`config.mk`:
```
export PLATFORM = sky130hd
export DESIGN_NAME = dr_completion_detect
export DESIGN_NICKNAME = d
export VERILOG_FILES = /design/src/rtl/dr_cd_pkg.sv /design/src/rtl/dr_ack_gen.sv /design/src/rtl/dr_reduce.sv /design/src/rtl/dr_hold_elem.sv /design/src/rtl/dr_completion_detect.sv
export SDC_FILE = /design/constraint.sdc
export NUM_CORES = 1
export LEC_CHECK = 0
export BUFFER_PORTS_ARGS = -buffer_cell sky130_fd_sc_hd__buf_2
export CAP_MARGIN = 15
export CELL_PAD_IN_SITES_DETAIL_PLACEMENT = 0
export CELL_PAD_IN_SITES_GLOBAL_PLACEMENT = 2
export CORE_ASPECT_RATIO = 0.8
export CORE_MARGIN = 4
export CORE_UTILIZATION = 18
export CTS_CLUSTER_SIZE = 30
export DETAILED_ROUTE_END_ITERATION = 8
export GPL_TIMING_DRIVEN = 0
export PLACE_DENSITY = 0.89
export SYNTH_ARGS = -nofsm -noshare
export SYNTH_HDL_FRONTEND = slang
export SYNTH_HIERARCHICAL = 1
export SYNTH_SLANG_ARGS = --single-unit
```
`constraint.sdc`:
```
create_clock -name clk -period 3.7 [get_ports clk]
set_input_delay 0.185 -clock clk [delete_from_list [all_inputs] [get_ports clk]]
set_output_delay 0.185 -clock clk [all_outputs]
set_load 0.1 [all_outputs]
```
`src/rtl/dr_cd_pkg.sv`:
```
package dr_cd_pkg;
  // Summary of one sampled word.
  typedef struct packed {
    logic all_valid;   // every bit has a rail asserted
    logic any_active;  // at least one rail asserted
    logic any_clash;   // some bit has both rails asserted
  } word_sum_t;
endpackage

```
`src/rtl/dr_ack_gen.sv`:
```
module dr_ack_gen #(
  parameter int N = 32
) (
  input  logic [N-1:0] rail0,
  input  logic [N-1:0] rail1,
  output logic [N-1:0] ack,
  output logic [N-1:0] clash
);
  for (genvar i = 0; i < N; i++) begin : g_bit
    assign ack[i]   = rail0[i] | rail1[i];
    assign clash[i] = rail0[i] & rail1[i];
  end
endmodule

```
`src/rtl/dr_reduce.sv`:
```
module dr_reduce
  import dr_cd_pkg::*;
#(
  parameter int N = 32
) (
  input  logic [N-1:0] ack,
  input  logic [N-1:0] clash,
  output word_sum_t    sum
);
  always_comb begin
    sum.all_valid  = &ack;
    sum.any_active = |ack;
    sum.any_clash  = |clash;
  end
endmodule

```
`src/rtl/dr_hold_elem.sv`:
```
module dr_hold_elem (
  input  logic clk,
  input  logic rst,
  input  logic set_i,
  input  logic keep_i,
  output logic q
);
  // Two-input C-element as a register: set on full, clear on empty, else hold.
  always_ff @(posedge clk) begin
    if (rst) q <= 1'b0;
    else     q <= set_i | (keep_i & q);
  end
endmodule

```
`src/rtl/dr_completion_detect.sv`:
```
module dr_completion_detect
  import dr_cd_pkg::*;
#(
  parameter int N = 32
) (
  input  logic         clk,
  input  logic         rst,
  input  logic [N-1:0] rail0,
  input  logic [N-1:0] rail1,
  output logic         comp_done,
  output logic         all_empty,
  output logic         done_reset,
  output logic         illegal_err
);
  logic [N-1:0] ack;
  logic [N-1:0] clash;
  word_sum_t    sum;

  dr_ack_gen #(.N(N)) u_ack (
    .rail0 (rail0),
    .rail1 (rail1),
    .ack   (ack),
    .clash (clash)
  );

  dr_reduce #(.N(N)) u_red (
    .ack   (ack),
    .clash (clash),
    .sum   (sum)
  );

  dr_hold_elem u_hold (
    .clk    (clk),
    .rst    (rst),
    .set_i  (sum.all_valid),
    .keep_i (sum.any_active),
    .q      (done_reset)
  );

  always_ff @(posedge clk) begin
    if (rst) begin
      comp_done   <= 1'b0;
      all_empty   <= 1'b1;
      illegal_err <= 1'b0;
    end else begin
      comp_done   <= sum.all_valid;
      all_empty   <= ~sum.any_active;
      illegal_err <= illegal_err | sum.any_clash;
    end
  end
endmodule

```
==> results of run 1 <==
==> worst max-delay path: cells and delay by family <==
kind            cells  cell delay (ns)
buf+inv             1             0.10
compound gates      1             0.14
simple gates        5             1.20
==> cell type report <==
cell class / count / area (sq um)
sequential: 4 / 80.1
tap: 55 / 68.8
clock buffer: 3 / 41.3
fill: 440 / 2720
multi-input combinational: 102 / 678
timing repair buffer: 69 / 345
==> cells in the final DEF, fill, tap and decap left out <==
cell type	n
buf_2	69
o21ba_1	1
or2_1	32
a21oi_1	1
nand4_1	12
dfxtp_1	4
or2_2	2
and2_2	32
nand2b_1	1
nor4_1	16
nor2_1	2
nor2b_1	1
clkbuf_8	3
or4_1	2
==> logic make-up after synthesis <==
group | after synthesis
and+or+nand+nor | 100
DFF | 4
AOI/OAI and AO/OA | 2
==> Yosys cell counts, drive strengths merged <==
cell,count
nor4,16
dfxtp,4
or4,2
o21ba,1
and2,32
a21oi,1
nand2b,1
nor2,2
or2,34
nand4,12
nor2b,1
==> flip-flops by register name, summed over array words and instances (netlist names) <==
register	flops
comp_done	1
all_empty	1
illegal_err	1
u_hold/q	1
==> per-stage QoR <==
step	hold slack [ns]	power (W)	util, %
2_1_floorplan	0.257	0.0000950	-
3_3_place_gp	0.390	0.000140	29.8
3_5_place_dp	0.395	0.000141	29.8
4_1_cts	0.171	0.000233	30.9
5_1_grt	0.186	0.000245	30.9
6_report	0.174	0.000229	30.9
==> where the power goes <==
| group | switching [W] | internal [W] | total [W] |
|---|---|---|---|
| clock network | 0.0000203 | 0.0000691 | 0.0000895 |
| logic | 0.0000419 | 0.0000524 | 0.0000943 |
| registers | 0.000000408 | 0.0000446 | 0.0000451 |
==> per-layer routing <==
metal	wire [um]	part of all wire (%)	vias to the layer above	track usage, %
li1	-	-	527	-
met1	1240	49	384	13.9
met2	1060	42	32	13.3
met3	206	8.2	0	2.32
met4	0	0	0	1.90
met5	0	0	-	0
==> worst paths after layout <==
kind                  to  slack (ns)  cells past startpoint
max reg2reg     u_hold/q        3.13                      2
min             u_hold/q        0.17                      2
max             u_hold/q        2.18                      7
min reg2reg  illegal_err        0.46                      1
==> flow_metrics.tcl, run 1 <==
set metrics [dict create \
    status "finished, final reports clean" \
    hp-class "in2reg" \
    syn_avg_cell_area_sq_um 7.15 \
    dp_worst_setup_slack_ns 1.99 \
    synth_mux_area_share_pct 0 \
    layout_setup_ws_ns 2.18 \
    yosys.area.top_type "and2_2" \
    fin_tns_setup_ns 0 \
    drc 0 \
    fin_worst_skew_ns 0 \
    placed_area_sq_um 1170 \
    syn-num-nets 172 \
    clkTransAtPathRegs_ns 0.03 \
    rsz0062_at_grt "false" \
    crit_required_ns 3.80 \
    vias 943 \
    grt_pass1_vias 907 \
    crit_path_max_incr_delay_ns 0.43 \
    finalCriticalPeriod_ns 1.52 \
    insertion_delay_ns 0.21 \
    antenna_cells 0 \
    grt.total_usage_pct 9.34 \
    finalHoldViolCount 0 \
    finalInstanceArea_sq_um 1210 \
    final_cells 233 \
    die_w_um 80.6 \
    critical_path_class "in2reg" \
    finalCritPeriodShare_pct 41.1 \
    die_h_um 66.1 \
    yosys.area_share.simple_pct 87.5 \
    slew_headroom_pct 67.6 \
    synth-seq-cells 4 \
    worst_setup_path_start_kind "input port" \
    cts_htree_levels 1 \
    syn2layout_area_growth_pct 60.1 \
    worstPathCellList "buf_2 -> or2_1 -> nor4_1 -> nand4_1 -> or2_2 -> a21oi_1 -> nor2_1" \
    ys_seq_area_share_pct 10.6 \
    synth_compound_area_share_pct 1.98 \
    drv_slew 0 \
    dp_cells 230 \
    maxCapViolCount 0 \
    avgRoutedWirePerCell_um 10.8 \
    clock_sinks 4 \
    drt_iter0_markers 32 \
    synthAdderAreaFrac_pct 0 \
    tightest_slew_ns 0.489 \
    antenna_found_initial 0 \
    fin_nets 246 \
    cts-buffers-inserted 3 \
    die_area_sq_um 5320 \
    synth_cells 106 \
    rows 20 \
    synthTopCellsByArea "and2_2 (32%), or2_1 (26%), nor4_1 (13%)" \
    initial_core_util_pct 19.3 \
    drive_gt1_share_pct 59.6 \
    synth.distinct_cells 12 \
    r2r_start "u_hold/q" \
    cp_slowest_cell "nor4_1" \
    synth-warning-count 6 \
    antenna_left 0 \
    hpwl_mm 2.39 \
    synth_top_family_by_area "simple AND/OR/NAND/NOR gates" \
    setup_viol 0 \
    root_buffer "clkbuf_8" \
    vdd_drop_max_v 0.000104 \
    num_io_pins 70 \
    end_kind "register" \
    synth_top_area_share_pct 31.7 \
    core-area_sq_um 3930 \
    wirelength_mm 2.51 \
    min_from "rst" \
    syn_area_sq_um 758 \
    startpoint "rail1[27]" \
    ctsHoldBuffers 0 \
    cts_setup_buffers 0 \
    gp_congestion 0.674 \
    avgViaCountPerCell 4.05 \
    grt_max_degree 5 \
    cts_tree "built" \
    cp_max_fo 2 \
    leakage_nw 0.542 \
    arrival_ns 1.62 \
    p_per_area_nw_per_um2 189 \
    timing.fmax_mhz 658 \
    grt_overflow 0 \
    drtPass1Iterations 4 \
    synthXorXnorAreaFrac_pct 0 \
    grt_pass1_wl_mm 3.90 \
    cts_buffer_depth 2 \
    port_buffers 69 \
    cts_resized 0 \
]
No activity file was read; power rests on OpenSTA's default activity.
==> run 2, diff against run 1 <==
Settings changed: CORE_UTILIZATION 18 to 15, PLACE_DENSITY 0.89 to 0.8.
Clock period 3.7 ns to 1.3 ns, I/O delays scaled along.
==> run 2 against run 1 <==
Compared with the run above:
- sequential share of layout area fell by 0.44 points
- critical path depth decreased by 1
- largest power group unchanged
- critical endpoint is now illegal_err
- sequential cell count did not move
==> flow_metrics.tcl, run 2 (synthesis results as in run 1) <==
set metrics [dict create \
    finalCritPeriodShare_pct 92.9 \
    nFillCells 531 \
    drv_slew 0 \
    finalCriticalPeriod_ns 1.21 \
    die_w_um 87.5 \
    leakage_nw 0.561 \
    setup_viol 0 \
    fin_tns_setup_ns 0 \
    crit_required_ns 1.41 \
    grt_max_degree 5 \
    finalHoldViolCount 0 \
    status "finished, final reports clean" \
    syn2layout_area_growth_pct 71.6 \
    vias 977 \
    end_kind "register" \
    finalInstanceArea_sq_um 1300 \
    cts_buffer_depth 2 \
    fin_worst_skew_ns 0 \
    maxCapViolCount 0 \
    drc 0 \
    p_per_area_nw_per_um2 524 \
    port_buffers 69 \
    fin_nets 246 \
    worst_setup_path_start_kind "input port" \
    rsz0062_at_grt "false" \
    wirelength_mm 2.80 \
    cp_max_fo 2 \
    avgRoutedWirePerCell_um 11.8 \
    rows 22 \
    seq_area_sq_um 80.1 \
    multiInputGateArea_sq_um 759 \
    root_buffer "clkbuf_8" \
    insertion_delay_ns 0.21 \
    critical_path_class "in2reg" \
    layout_setup_ws_ns 0.0923 \
    dp_worst_setup_slack_ns -0.318 \
    hpwl_mm 2.54 \
    cts_tree "built" \
    clkTransAtPathRegs_ns 0.03 \
    avgViaCountPerCell 4.11 \
    tightest_slew_ns 0.494 \
    antenna_found_initial 0 \
    final_cell_mix "buf_2 (69), and2_2 (32), or2_1 (31)" \
    grt.total_usage_pct 8.53 \
    grt_overflow 0 \
    drt_iter0_markers 17 \
    cts_setup_buffers 0 \
    core-area_sq_um 4730 \
    gp_congestion 0.730 \
    vdd_drop_max_v 0.000388 \
    die_h_um 71.6 \
    drive_gt1_share_pct 64.6 \
    hp-class "in2reg" \
    slew_headroom_pct 67.3 \
    num_io_pins 70 \
    arrival_ns 1.31 \
    timing.fmax_mhz 828 \
    cts_htree_levels 1 \
    clock_sinks 4 \
    antenna_left 0 \
    cts-buffers-inserted 3 \
    final_common_cell "buf_2" \
    grt_pass1_wl_mm 4.18 \
    antenna_cells 0 \
    placed_area_sq_um 1180 \
    drtPass1Iterations 3 \
    die_area_sq_um 6260 \
    initial_core_util_pct 16.0 \
    grt_pass1_vias 969 \
]
## run 2: layer usage
layer  part of all wire (%)  track usage (%)  up-vias
li1                       -                -      525
met1                     47             11.3      420
met2                     44             13.7       32
met3                    8.3             2.30        0
met4                      0             2.04        0
met5                      0                0        -
## run 2: final timing paths
check	cells after the start	slack (ns)	start	endpoint
worst max-delay path	6	0.09	rail0[16]	illegal_err
worst min-delay path	2	0.05	rst	comp_done
worst max register to register	1	0.73	illegal_err	illegal_err
worst min register to register	1	0.47	illegal_err	illegal_err
## run 2: what timing repair did
item | 4_1_cts | 5_1_grt
pin swaps | 1 | 3
endpoints found under the setup margin | 2 | 2
hold endpoints to repair | 0 | 0
resized for setup | 3 | 10
hold buffers | 0 | 0
## run 2: final cells by class
cell class / instances / area share (%)
multi-input combinational: 102 / 58.4
timing repair buffer: 69 / 26.5
sequential: 4 / 6.15
tap: 60 / 5.77
clock buffer: 3 / 3.17
## run 2: power breakdown
group          internal, W  switching, W  leakage, nW  total [W]
combinational     0.000157      0.000138        0.506   0.000296
clock             0.000197     0.0000610       0.0216   0.000258
sequential        0.000127    0.00000111       0.0330   0.000128
total             0.000482      0.000201        0.561   0.000682
## run 2: metrics by stage
stage / util, % / total power (W) / std cells / hold slack [ns]
global placement: 24.9 / 0.000400 / 235 / 0.273
finish: 27.5 / 0.000682 / 238 / 0.0541
detailed placement: 24.9 / 0.000403 / 235 / 0.275
global route: 27.5 / 0.000742 / 238 / 0.0716
CTS: 26.2 / 0.000675 / 238 / 0.0473
floorplan: - / 0.000271 / 106 / 0.137
## run 2: worst max-delay path, cell delays in order
cell and delay, ns:
buf_2 0.10, and2_2 0.20, nor4_4 0.32, nand4_1 0.13
or2_2 0.32, o21ba_1 0.19
==> run 3, diff against run 2 <==
Clock period 1.3 ns to 1.1 ns, I/O delays scaled along.
==> run 3 against run 2 <==
Compared with the run above:
- the flow now finishes with violations (setup timing)
- cell count unchanged
- global-route usage up 0.43 points
- setup slack worse by 0.12 ns
- clock skew unchanged
- register-to-register slack worse by 0.21 ns
- combinational power up 51%
- sequential share of layout area down 0.65 points
- clock power up 19%
- non-clock buffer count unchanged
- count of clock-buffer cells in the layout unchanged
- cell area up 15%
- critical path type unchanged
- largest cell class unchanged
==> flow_metrics.tcl, run 3 (synthesis results as in run 1) <==
set metrics [dict create \
    end_kind "register" \
    fin_nets 246 \
    cts_htree_levels 1 \
    grt_pass1_wl_mm 4.47 \
    cts_tree "built" \
    cts-buffers-inserted 3 \
    rows 22 \
    drtPass1Iterations 4 \
    crit_required_ns 1.21 \
    grt_pass1_vias 1003 \
    num_io_pins 70 \
    die_area_sq_um 6260 \
    avgRoutedWirePerCell_um 12.2 \
    port_buffers 69 \
    setup_viol 1 \
    hp-class "in2reg" \
    layout_setup_ws_ns -0.0298 \
    fin_worst_skew_ns 0 \
    finalCriticalPeriod_ns 1.13 \
    final_common_cell "buf_2" \
    final_cell_mix "buf_2 (64), or2_1 (19), and2_2 (18)" \
    cp_max_fo 2 \
    hpwl_mm 2.57 \
    antenna_cells 0 \
    vias 1019 \
    slew_headroom_pct 67.9 \
    antenna_left 0 \
    rsz0062_at_grt "true" \
    die_h_um 71.6 \
    finalInstanceArea_sq_um 1500 \
    drt_iter0_markers 9 \
    nFillCells 539 \
    multiInputGateArea_sq_um 925 \
    grt_overflow 0 \
    wirelength_mm 2.91 \
    drive_gt1_share_pct 79.8 \
    worst_setup_path_start_kind "input port" \
    finalHoldViolCount 0 \
    tightest_slew_ns 0.485 \
    grt.total_usage_pct 8.95 \
    die_w_um 87.5 \
    maxCapViolCount 0 \
    cp_slowest_cell "or2_4" \
    insertion_delay_ns 0.22 \
    cts_buffer_depth 2 \
    crit_top_cell "or2_4" \
    clkTransAtPathRegs_ns 0.03 \
    root_buffer "clkbuf_8" \
    ctsHoldBuffers 0 \
    finalCritPeriodShare_pct 103 \
    crit_path_max_incr_delay_ns 0.28 \
    violations "setup timing" \
    drv_slew 0 \
    p_per_area_nw_per_um2 604 \
    clock_sinks 4 \
    timing.fmax_mhz 885 \
    critical_path_class "in2reg" \
    cts_setup_buffers 0 \
    leakage_nw 0.631 \
    gp_congestion 0.685 \
    worstPathCellList "buf_2 -> or2_4 -> nor4_2 -> nand4_1 -> or2_4 -> a21oi_2 -> nor2_1" \
    vdd_drop_max_v 0.000451 \
    drc 0 \
    status "finished, violations left" \
    seq_area_sq_um 82.6 \
    core-area_sq_um 4730 \
    grt_max_degree 5 \
    avgViaCountPerCell 4.28 \
    initial_core_util_pct 16.0 \
    antenna_found_initial 0 \
    placed_area_sq_um 1190 \
    arrival_ns 1.24 \
    fin_util_pct 31.7 \
    syn2layout_area_growth_pct 97.9 \
]
## run 3: cell counts in the layout (fill, tap and decap cells not counted)
No cell type changed its count.
## run 3: timing repair
item | in CTS | in global routing
setup endpoints to repair | 3 | 4
gates resized for setup | 17 | 44
pin swaps | 5 | 26
## run 3: worst paths after layout
path                             startpoint          end  slack (ns)  depth (start not counted)
worst max-delay path              rail1[10]     u_hold/q       -0.03                          7
worst min-delay path                    rst     u_hold/q        0.04                          2
worst max register to register     u_hold/q     u_hold/q        0.52                          2
worst min register to register  illegal_err  illegal_err        0.44                          1
## run 3: worst max-delay path, delay by kind of cell
| family | cells | cell delay (ns) |
|---|---|---|
| AO/OA/AOI/OAI | 1 | 0.11 |
| AND/OR/NAND/NOR | 5 | 0.97 |
| buffers and inverters | 1 | 0.10 |
## run 3: layout make-up
type | count | share of cell area, %
multi-input combinational | 102 | 61.6
timing repair buffer | 69 | 25.1
sequential | 4 | 5.50
tap | 60 | 5.00
clock buffer | 3 | 2.75
## run 3: per-layer routing
metal,part of all wire [%],GRT usage (%),vias to the layer above
li1,-,-,528
met4,1.0,2.56,0
met5,0,0,-
met3,8.0,2.07,4
met1,45,12.6,453
met2,46,13.5,34
## run 3: through the flow
| stage | cells | worst slack, ns | total power, W | hold slack, ns | TNS (ns) |
|---|---|---|---|---|---|
| after floorplan | 106 | -0.0609 | 0.000320 | 0.120 | -0.0609 |
| after global routing | 238 | -0.0838 | 0.000973 | 0.0455 | -0.113 |
| after detailed placement | 235 | -0.365 | 0.000476 | 0.254 | -1.19 |
| after global placement | 235 | -0.367 | 0.000473 | 0.251 | -1.14 |
| final | 238 | -0.0298 | 0.000906 | 0.0431 | -0.0298 |
| after CTS | 238 | -0.0662 | 0.000841 | 0.0267 | -0.0687 |
## run 3: where the power goes
group	leakage (nW)	total [W]	internal, W	switching (W)
clock	0.0216	0.000308	0.000233	0.0000745
combinational	0.576	0.000447	0.000249	0.000198
sequential	0.0335	0.000152	0.000150	0.00000119
